$ cat src/rtl/ssc_pkg.sv
package ssc_pkg;

    localparam int WORD_W = 32;
    localparam int ADDR_W = 5;
    localparam int FN_W   = 3;
    localparam int FN_LSB = 13;
    localparam int NBEATS = 4;

    typedef enum logic [1:0] {
        BT_SCAN1 = 2'd0,
        BT_ACT1  = 2'd1,
        BT_SCAN2 = 2'd2,
        BT_ACT2  = 2'd3
    } beat_e;

    typedef enum logic [FN_W-1:0] {
        FN_JMP  = 3'd0,
        FN_JRP  = 3'd1,
        FN_LDN  = 3'd2,
        FN_STO  = 3'd3,
        FN_SUB  = 3'd4,
        FN_SUBB = 3'd5,
        FN_CMP  = 3'd6,
        FN_HLT  = 3'd7
    } fn_e;

    function automatic beat_e next_beat(beat_e b);
        return beat_e'(b + 2'd1);
    endfunction

endpackage

$ cat src/rtl/ssc_beat_seq.sv
module ssc_beat_seq
    import ssc_pkg::*;
(
    input  logic              clk,
    input  logic              rst,
    input  logic              beat_tick,
    output beat_e             beat,
    output logic [NBEATS-1:0] beat_end
);

    always_ff @(posedge clk) begin
        if (rst)
            beat <= BT_SCAN1;
        else if (beat_tick)
            beat <= next_beat(beat);
    end

    for (genvar g = 0; g < NBEATS; g++) begin : g_end
        assign beat_end[g] = beat_tick && (beat == beat_e'(g));
    end

    a_r2_beat_step: assert property (@(posedge clk) disable iff (rst)
        beat_tick |=> beat == beat_e'($past(beat) + 2'd1));

    a_r2_beat_hold: assert property (@(posedge clk) disable iff (rst)
        !beat_tick |=> $stable(beat));

endmodule

$ cat src/rtl/ssc_fetch.sv
module ssc_fetch
    import ssc_pkg::*;
#(
    parameter int DW  = WORD_W,
    parameter int AW  = ADDR_W,
    parameter int FLS = FN_LSB
) (
    input  logic          clk,
    input  logic          rst,
    input  logic          ld_pi,
    input  logic          ld_latch,
    input  logic [DW-1:0] rdata,
    output logic [DW-1:0] pi,
    output logic [AW-1:0] addr_lat,
    output fn_e           fn_lat
);

    always_ff @(posedge clk) begin
        if (rst) begin
            pi       <= '0;
            addr_lat <= '0;
            fn_lat   <= FN_JMP;
        end else begin
            if (ld_pi)
                pi <= rdata;
            if (ld_latch) begin
                addr_lat <= pi[AW-1:0];
                fn_lat   <= fn_e'(pi[FLS +: FN_W]);
            end
        end
    end

    a_r4_pi_only_act1: assert property (@(posedge clk) disable iff (rst)
        !ld_pi |=> $stable(pi));

    a_r4_latch_only_scan2: assert property (@(posedge clk) disable iff (rst)
        !ld_latch |=> $stable(addr_lat) && $stable(fn_lat));

endmodule

$ cat src/rtl/ssc_exec.sv
module ssc_exec
    import ssc_pkg::*;
#(
    parameter int DW = WORD_W,
    parameter int AW = ADDR_W
) (
    input  logic          clk,
    input  logic          rst,
    input  logic          run_sw,
    input  logic          inc_pc,
    input  logic          do_exec,
    input  fn_e           fn,
    input  logic [DW-1:0] operand,
    output logic [DW-1:0] acc,
    output logic [AW-1:0] pc,
    output logic          halted,
    output logic          store_we
);

    logic run_en;
    assign run_en   = run_sw && !halted;
    assign store_we = do_exec && run_en && (fn == FN_STO);

    always_ff @(posedge clk) begin
        if (rst) begin
            acc    <= '0;
            pc     <= '0;
            halted <= 1'b0;
        end else begin
            if (!run_sw)
                halted <= 1'b0;
            if (inc_pc && run_en)
                pc <= pc + 1'b1;
            if (do_exec && run_en) begin
                unique case (fn)
                    FN_JMP:          pc     <= operand[AW-1:0];
                    FN_JRP:          pc     <= pc + operand[AW-1:0];
                    FN_LDN:          acc    <= '0 - operand;
                    FN_SUB, FN_SUBB: acc    <= acc - operand;
                    FN_CMP:          if (acc[DW-1]) pc <= pc + 1'b1;
                    FN_HLT:          halted <= 1'b1;
                    default:         ;
                endcase
            end
        end
    end

    a_r3_pc_step: assert property (@(posedge clk) disable iff (rst)
        inc_pc && run_en |=> pc == AW'($past(pc) + 1'b1));

    a_r10_stop_freeze: assert property (@(posedge clk) disable iff (rst)
        !run_sw |=> $stable(acc) && $stable(pc));

    a_r9_halt_sticky: assert property (@(posedge clk) disable iff (rst)
        halted && run_sw |=> halted);

    a_r9_halt_freeze: assert property (@(posedge clk) disable iff (rst)
        halted |=> $stable(acc));

endmodule

$ cat src/rtl/ssc_core.sv
module ssc_core
    import ssc_pkg::*;
(
    input  logic              clk,
    input  logic              rst,
    input  logic              beat_tick,
    input  logic              run_sw,
    output logic [ADDR_W-1:0] mem_addr,
    output logic              mem_we,
    output logic [WORD_W-1:0] mem_wdata,
    input  logic [WORD_W-1:0] mem_rdata,
    output logic              stop_lamp,
    output logic [1:0]        beat_o,
    output logic [WORD_W-1:0] acc_o,
    output logic [ADDR_W-1:0] pc_o,
    output logic [WORD_W-1:0] pi_o,
    output logic [ADDR_W-1:0] addr_latch_o,
    output logic [FN_W-1:0]   func_latch_o
);

    beat_e              beat;
    logic [NBEATS-1:0]  beat_end;
    logic [ADDR_W-1:0]  addr_lat;
    fn_e                fn_lat;
    logic [WORD_W-1:0]  acc;
    logic [ADDR_W-1:0]  pc;
    logic               halted;
    logic               store_we;

    ssc_beat_seq u_seq (
        .clk      (clk),
        .rst      (rst),
        .beat_tick(beat_tick),
        .beat     (beat),
        .beat_end (beat_end)
    );

    ssc_fetch #(.DW(WORD_W), .AW(ADDR_W), .FLS(FN_LSB)) u_fetch (
        .clk     (clk),
        .rst     (rst),
        .ld_pi   (beat_end[BT_ACT1]),
        .ld_latch(beat_end[BT_SCAN2]),
        .rdata   (mem_rdata),
        .pi      (pi_o),
        .addr_lat(addr_lat),
        .fn_lat  (fn_lat)
    );

    ssc_exec #(.DW(WORD_W), .AW(ADDR_W)) u_exec (
        .clk     (clk),
        .rst     (rst),
        .run_sw  (run_sw),
        .inc_pc  (beat_end[BT_SCAN1]),
        .do_exec (beat_end[BT_ACT2]),
        .fn      (fn_lat),
        .operand (mem_rdata),
        .acc     (acc),
        .pc      (pc),
        .halted  (halted),
        .store_we(store_we)
    );

    assign mem_addr     = (beat == BT_ACT2) ? addr_lat : pc;
    assign mem_we       = store_we;
    assign mem_wdata    = acc;
    assign stop_lamp    = halted;
    assign beat_o       = beat;
    assign acc_o        = acc;
    assign pc_o         = pc;
    assign addr_latch_o = addr_lat;
    assign func_latch_o = fn_lat;

    a_r6_write_in_act2: assert property (@(posedge clk) disable iff (rst)
        mem_we |-> beat == BT_ACT2 && beat_tick && run_sw && !stop_lamp);

    a_r6_write_single: assert property (@(posedge clk) disable iff (rst)
        mem_we |=> !mem_we);

endmodule

$ cat config.mk
export PLATFORM = sky130hd
export DESIGN_NAME = ssc_core
export DESIGN_NICKNAME = d
export VERILOG_FILES = /design/src/rtl/ssc_pkg.sv /design/src/rtl/ssc_beat_seq.sv /design/src/rtl/ssc_fetch.sv /design/src/rtl/ssc_exec.sv /design/src/rtl/ssc_core.sv
export SDC_FILE = /design/constraint.sdc
export NUM_CORES = 1
export LEC_CHECK = 0
export BUFFER_PORTS_ARGS = -buffer_cell sky130_fd_sc_hd__buf_2
export CAP_MARGIN = 20
export CORE_ASPECT_RATIO = 1.4
export CORE_MARGIN = 2
export CORE_UTILIZATION = 50
export DETAILED_ROUTE_END_ITERATION = 8
export PLACE_DENSITY = 0.77
export SYNTH_ARGS = -nofsm -noshare
export SYNTH_HDL_FRONTEND = slang
export SYNTH_SLANG_ARGS = --single-unit
$ cat constraint.sdc
create_clock -name clk -period 8.4 [get_ports clk]
set_input_delay 1.68 -clock clk [delete_from_list [all_inputs] [get_ports clk]]
set_output_delay 1.68 -clock clk [all_outputs]
set_load 0.05 [all_outputs]
==> metrics.md, run 1 <==
| Metric | Value |
|---|---|
| Row cnt | `46` |
| FF+latch area | `1600 um^2` |
| Kind of end point of the critical path | `output pin` |
| Critical Path Source Type | `input port` |
| WL/cell | `15.3 um` |
| CTS root buffer | `clkbuf_16` |
| Part of the Yosys area used for sequential elements | `0.281` |
| I/O pins | `154` |
| Clock Path Buffers | `2` |
| CTS tree | `built` |
| EDFF count, synth | `0` |
| Die area | `12300 um^2` |
| Vias | `5558` |
| Sum Neg Setup Slack | `0 ns` |
| Synth cell types | `67` |
| Reg2Reg Setup Slack | `4.64 ns` |
| Synth Cell Area | `5700 um^2` |
| Global placer's final weighted congestion | `0.886` |
| Setup violations, final | `0` |
| Dpl hpwl | `11000 um` |
| Initial antenna violation count | `0` |
| DIE HEIGHT | `130 um` |
| Critical-path cell list | `buf_2 -> and4b_1 -> nand3_1 -> nor2_1 -> buf_2` |
| Slew Viols, Final | `0` |
| CTS Hold Buffers Added | `0` |
| Area delta synth->final | `16.1%` |
| Fmax | `223 MHz` |
| Synth top area share | `0.281` |
| DRT antenna net count | `0` |
| Most Frequent Cell on Critical Path | `buf_2` |
| Seq cells post-synth | `80` |
| Clock Skews | `0.00614 ns` |
| Post CTS Setup Buffer Count | `0` |
| VDD IR max | `0.0000979 V` |
| Max-Cap Viols | `0` |
| GRT Total Usage | `0.251` |
| Data arrival, critical path | `2.81 ns` |
| Ratio of cells with drive above 1 in the final layout | `0.237` |
| Final period util | `0.534` |
| Worst-Margin Slew | `0.730 ns` |
| Worst-path clk slew | `0.06 ns` |
| Status | `complete, no violations` |
| FILL cells | `1096` |
| Synth Net Count | `838` |
| Ys async rst share | `0` |
| DRT Pass-1 Iters | `5` |
| Die extent in x | `94.2 um` |
| Most frequent cell after synthesis | `nand2_1` |
| Core Util, Final | `0.589` |
| CTS buffer count | `9` |
| Final WL | `15300 um` |
| Synthesized area per cell | `7.53 um^2` |
| I/O Buffers | `153` |
| Pwr/cell area | `147 nW/um^2` |
| Overflow after GRT | `0` |
| Final min period | `4.49 ns` |
| Largest net degree at the start of global routing | `41` |
| Clock sink count | `80` |
| Vias in the first global route | `5014` |
| Nets | `933` |
| Syn Inst Count | `756` |
| Starting Density | `0.507` |
| CTS resizes | `0` |
| H-tree Lvls | `3` |
| Slowest CP cell | `and4b_1` |
| Kind of critical path | `in2out` |
| First-pass GRT wire length | `24500 um` |
| Routed vias/inst | `5.56` |
| Ys Warns | `0` |
| # diodes | `0` |
| Worst Hold Class | `reg2reg` |
| WP data required | `6.72 ns` |
| Max-slew headroom | `0.511` |
| RSZ-0062 raised after global routing | `false` |
| Clock Latency Late Sink | `0.35 ns` |
| Synth top cells by count | `137 x nand2_1, 97 x a21oi_1, 80 x dfxtp_1` |
| Core area | `11200 um^2` |
| Endpoints failing hold | `0` |
| Critical path's largest stage delay | `0.38 ns` |
| DRT iter0 DRCs | `313` |
| Prevailing post-synth register cell | `dfxtp_1` |
| Top post-synthesis cells by area | `dfxtp_1 28%, ha_1 9.7%, nand2_1 9.0%, a21oi_1 8.5%, buf_4 4.2%` |
| Leakage power | `3.27 nW` |
| Leading area contributor after synthesis | `dfxtp_1` |
| Area occupied by multi-input gates | `3540 um^2` |
| DRC | `0` |
| CP max FO | `15` |
cell families (layout without fill, tap and decap cells):
kind of cell    count (synthesis)  in the layout  share of synthesized area
fa+ha+maj                      46             46                      0.104
xor+xnor                       33             33                     0.0507
flops                          80             80                      0.281
buf+inv                       114            214                     0.0986
compound gates                189            189                      0.212
simple gates                  282            282                      0.231
mux                            12             12                     0.0224
path summary, 6_finish.rpt:
kind,from,to,depth (start not counted)
setup / recovery,beat_tick,mem_we,5
hold / removal,u_fetch.pi[24],u_fetch.pi[24],2
setup reg to reg,u_fetch.fn_lat[2],u_exec.acc[31],13
hold reg to reg,u_fetch.pi[24],u_fetch.pi[24],2
stage by stage:
step                area, um^2  cells  power [W]  setup WS (ns)  hold slack (ns)
global route              6610   1000    0.00101           3.84            0.473
floorplan                 5700    756   0.000503           3.92            0.673
global placement          6280    984   0.000542           3.94            0.439
detailed placement        6280    984   0.000544           3.92            0.444
CTS                       6610   1000   0.000981           3.92            0.454
finish                    6610   1000   0.000974           3.91            0.451
registers in the layout, summed over array words and instances (netlist names):
name              flops
u_exec.pc             5
u_fetch.fn_lat        3
u_seq.beat            2
u_exec.acc           32
u_fetch.pi           32
u_exec.halted         1
u_fetch.addr_lat      5
report_power, final:
| part | internal, W | total [W] | leakage [nW] | switching [W] |
|---|---|---|---|---|
| clock network | 0.000264 | 0.000438 | 0.154 | 0.000174 |
| registers | 0.000388 | 0.000397 | 0.647 | 0.00000840 |
| logic | 0.0000418 | 0.000140 | 2.47 | 0.0000980 |
area by class of cell:
type / count / area share
flip-flops and latches: 80 / 0.242
clock inverters: 7 / 0.0157
repair buffers: 160 / 0.124
well taps: 144 / 0.0273
inverters: 38 / 0.0216
multi-input cells: 562 / 0.535
clock buffers: 9 / 0.0341
cells in the final DEF, fill, tap and decap left out, drive strengths merged, types with 3 or more instances in the layout:
| master | instances |
|---|---|
| a21o | 20 |
| nand3 | 25 |
| nand2b | 4 |
| nand4 | 14 |
| xor2 | 11 |
| nor2b | 3 |
| a211oi | 7 |
| mux2i | 6 |
| nand3b | 3 |
| o211ai | 4 |
| nor3 | 8 |
| a21oi | 97 |
| and2 | 32 |
| and3 | 4 |
| buf | 160 |
| o21ai | 29 |
| mux2 | 6 |
| dfxtp | 80 |
| inv | 39 |
| nor2 | 37 |
| xnor2 | 22 |
| nor3b | 3 |
| or2 | 4 |
| nand2 | 137 |
| ha | 44 |
| o21bai | 4 |
| o221ai | 3 |
| clkbuf | 9 |
| nor4 | 4 |
| a31oi | 4 |
worst max-delay path, delay by kind of cell:
family | cells | cell delay (ns)
buffers and inverters | 2 | 0.51
AND/OR/NAND/NOR | 3 | 0.60
metal layers:
layer | part of all wire | up-vias | track usage
met4 | 0.031 | 0 | 0.108
met5 | 0 | - | 0
met2 | 0.51 | 190 | 0.451
li1 | - | 2738 | -
met3 | 0.059 | 36 | 0.0358
met1 | 0.40 | 2594 | 0.294
Power figures use the tool's default switching activity.
==> run 2: changes to the inputs <==
--- a/config.mk
+++ b/config.mk
@@ -9,9 +9,9 @@
 export CAP_MARGIN = 20
 export CORE_ASPECT_RATIO = 1.4
 export CORE_MARGIN = 2
-export CORE_UTILIZATION = 50
+export CORE_UTILIZATION = 49
 export DETAILED_ROUTE_END_ITERATION = 8
-export PLACE_DENSITY = 0.77
+export PLACE_DENSITY = 0.78
 export SYNTH_ARGS = -nofsm -noshare
 export SYNTH_HDL_FRONTEND = slang
 export SYNTH_SLANG_ARGS = --single-unit
==> constraint.sdc (replaced) <==
create_clock -name clk -period 4.1 [get_ports clk]
set_input_delay 0.82 -clock clk [delete_from_list [all_inputs] [get_ports clk]]
set_output_delay 0.82 -clock clk [all_outputs]
set_load 0.05 [all_outputs]
==> run 2 against run 1 <==
Effect of this change: via count is 1.3% lower; non-clock buffer count is the same; die area up 2.0%; global-route usage is 0.42 points lower; combinational power increased by 100%; clock power rose by 87%; critical path depth rose by 8; worst hold slack got worse by 0.0012 ns; critical endpoint is now u_exec.acc[29]; largest power group unchanged.
==> metrics.md, run 2 (same netlist as run 1, synthesis figures left out) <==
| Metric | Value |
|---|---|
| CTS Hold Buffers Added | `0 (unchanged)` |
| Hold Startpoint | `u_fetch.pi[7] (was u_fetch.pi[24])` |
| Overflow after GRT | `0 (unchanged)` |
| CP max FO | `12 (was 15)` |
| Core area | `11300 um^2 (was 11200 um^2)` |
| Kind of critical path | `reg2reg (was in2out)` |
| Final WL | `15200 um (was 15300 um)` |
| Cell area after layout | `6580 um^2 (was 6610 um^2)` |
| CTS tree | `built (unchanged)` |
| CTS buffer count | `9 (unchanged)` |
| DRC | `0 (unchanged)` |
| Starting Density | `0.502 (was 0.507)` |
| H-tree Lvls | `3 (unchanged)` |
| WL/cell | `15.2 um (was 15.3 um)` |
| Ratio of cells with drive above 1 in the final layout | `0.236 (was 0.237)` |
| Area delta synth->final | `15.5% (was 16.1%)` |
| Kind of end point of the critical path | `flop (was output pin)` |
| I/O Buffers | `153 (unchanged)` |
| Fmax | `295 MHz` |
| Reg2Reg Setup Slack | `0.71 ns (was 4.64 ns)` |
| I/O pins | `154 (unchanged)` |
| Clock Path Buffers | `2 (unchanged)` |
| Endpoints failing hold | `0 (unchanged)` |
| Slew Viols, Final | `0 (unchanged)` |
| Final period util | `0.826` |
| Clock Latency Late Sink | `0.34 ns (was 0.35 ns)` |
| Hold path depth | `2 (unchanged)` |
| Worst hold slack | `0.450 ns (was 0.451 ns)` |
| Reg power frac | `0.424 (was 0.407)` |
| Critical Path Source Type | `flop (was input port)` |
| Sum Neg Setup Slack | `0 ns (unchanged)` |
| Sw Pwr | `0.000547 W (was 0.000280 W)` |
| Die area | `12500 um^2 (was 12300 um^2)` |
| Vias | `5487 (was 5558)` |
| First-pass GRT wire length | `24900 um (was 24500 um)` |
| Clock network power share | `0.428 (was 0.450)` |
| Area occupied by multi-input gates | `3540 um^2 (unchanged)` |
| Internal cell power | `0.00137 W (was 0.000694 W)` |
| Pwr/cell area | `291 nW/um^2 (was 147 nW/um^2)` |
| GRT Total Usage | `0.246 (was 0.251)` |
| Final min period | `3.39 ns` |
| Top flop regs | `u_exec.acc x32, u_fetch.pi x32 (unchanged)` |
| Global placer's final weighted congestion | `0.982 (was 0.886)` |
| VDD IR max | `0.000170 V (was 0.0000979 V)` |
| FF+latch area | `1600 um^2 (unchanged)` |
| DRT Pass-1 Iters | `5 (unchanged)` |
| DRT antenna net count | `0 (unchanged)` |
| Worst Hold Class | `reg2reg (unchanged)` |
| Hold path endpoint | `u_fetch.pi[7] (was u_fetch.pi[24])` |
| # diodes | `0 (unchanged)` |
| Most frequent cells in the layout | `153 x buf_2, 137 x nand2_1, 97 x a21oi_1 (unchanged)` |
| FILL cells | `1091 (was 1096)` |
| DIE HEIGHT | `132 um (was 130 um)` |
| Status | `complete, no violations (unchanged)` |
| RSZ-0062 raised after global routing | `false (unchanged)` |
| Data arrival, critical path | `3.61 ns (was 2.81 ns)` |
| Leakage power | `3.26 nW (was 3.27 nW)` |
| Die extent in x | `95.1 um (was 94.2 um)` |
| Initial antenna violation count | `0 (unchanged)` |
| CTS root buffer | `clkbuf_16 (unchanged)` |
| Nets | `933 (unchanged)` |
| Worst-path clk slew | `0.06 ns (about the same)` |
| R2R cell count | `13 (unchanged)` |
| CTS resizes | `0 (unchanged)` |
| Clock Skews | `0.00785 ns (was 0.00614 ns)` |
| Setup violations, final | `0 (unchanged)` |
| Row cnt | `46 (unchanged)` |
| Post CTS Setup Buffer Count | `0 (unchanged)` |
| Net Sw Frac | `0.286 (was 0.288)` |
| WP data required | `4.32 ns (was 6.72 ns)` |
| Dpl hpwl | `11500 um (was 11000 um)` |
| RR Startpoint | `u_fetch.fn_lat[2] (unchanged)` |
| Max-slew headroom | `0.418 (was 0.511)` |
| Comb pwr share | `0.149 (was 0.143)` |
| Vias in the first global route | `5201 (was 5014)` |
| Most common cell after layout, fill and taps aside | `buf_2 (unchanged)` |
| Worst-Margin Slew | `0.872 ns (was 0.730 ns)` |
| Clock sink count | `80 (unchanged)` |
| RR Endpoint | `u_exec.acc[29] (was u_exec.acc[31])` |
| Routed vias/inst | `5.49 (was 5.56)` |
| Largest net degree at the start of global routing | `52 (was 41)` |
| Max-Cap Viols | `0 (unchanged)` |
| DRT iter0 DRCs | `213 (was 313)` |
| Area after DPL | `6280 um^2 (unchanged)` |
==> run 2: cell types whose count changed in the layout (fill, tap and decap cells not counted), sizes merged <==
| cell | previous run | this run |
|---|---|---|
| clkbuf | 9 | 10 |
| clkinvlp | 2 | 1 |
| inv | 39 | 38 |
| clkinv | 2 | 3 |
| bufinv | 2 | 1 |
==> run 2: metal layers <==
layer  global-route usage  share of wire  up-vias  routed length (um)
li1                     -              -     2748                   -
met1                0.287           0.40     2564                6080
met2                0.442           0.53      149                8050
met3               0.0264          0.048       26                 728
met4                0.106          0.022        0                 336
met5                    0              0        -                   0
==> run 2: worst max-delay path by stage <==
stage,start,end,slack [ns],cells after the start
final,u_fetch.fn_lat[2],u_exec.acc[29],0.71,13
after global routing,u_fetch.fn_lat[2],u_exec.acc[31],0.40,13
after CTS,u_fetch.fn_lat[2],u_exec.acc[29],0.73,13
after detailed placement,u_fetch.fn_lat[2],u_exec.acc[31],0.79,13
after global placement,u_fetch.fn_lat[2],u_exec.acc[31],0.81,13
after floorplan,u_fetch.fn_lat[2],u_exec.acc[28],0.39,16
==> run 2: critical path, cell delays in order, from the launching register on <==
cell and delay, ns:
dfxtp_1 0.48, nor2b_2 0.38, buf_4 0.23, and2_1 0.14, ha_1 0.31, a21o_1 0.23, a22o_1 0.20, a31o_4 0.23
a21o_4 0.22, o21ai_1 0.26, nor2_1 0.13, a21oi_1 0.19, xor2_1 0.18, o21ai_1 0.09
==> run 2: power groups by stage <==
stage / Combinational (W) / Sequential [W] / Clock [W]
after CTS: 0.000285 / 0.000811 / 0.000828
after global routing: 0.000312 / 0.000813 / 0.000860
final: 0.000285 / 0.000811 / 0.000818
after floorplan: 0.000142 / 0.000889 / 0
after detailed placement: 0.000284 / 0.000828 / 0
after global placement: 0.000281 / 0.000828 / 0
==> run 2: per-stage QoR <==
| stage | utilization | cells | setup slack, ns | total power [W] |
|---|---|---|---|---|
| 6_report | 0.580 | 999 | 0.715 | 0.00191 |
| 5_1_grt | 0.580 | 999 | 0.398 | 0.00199 |
| 4_1_cts | 0.580 | 999 | 0.727 | 0.00192 |
| 3_5_place_dp | 0.554 | 984 | 0.789 | 0.00111 |
| 3_3_place_gp | 0.554 | 984 | 0.812 | 0.00111 |
| 2_1_floorplan | - | 756 | 0.387 | 0.00103 |
==> run 2: area by class of cell <==
cell class	instances	share of cell area
clock buffer	10	0.0363
clock inverter	5	0.00856
inverter	38	0.0217
multi-input combinational	562	0.538
sequential	80	0.244
tap	144	0.0274
timing repair buffer	160	0.124
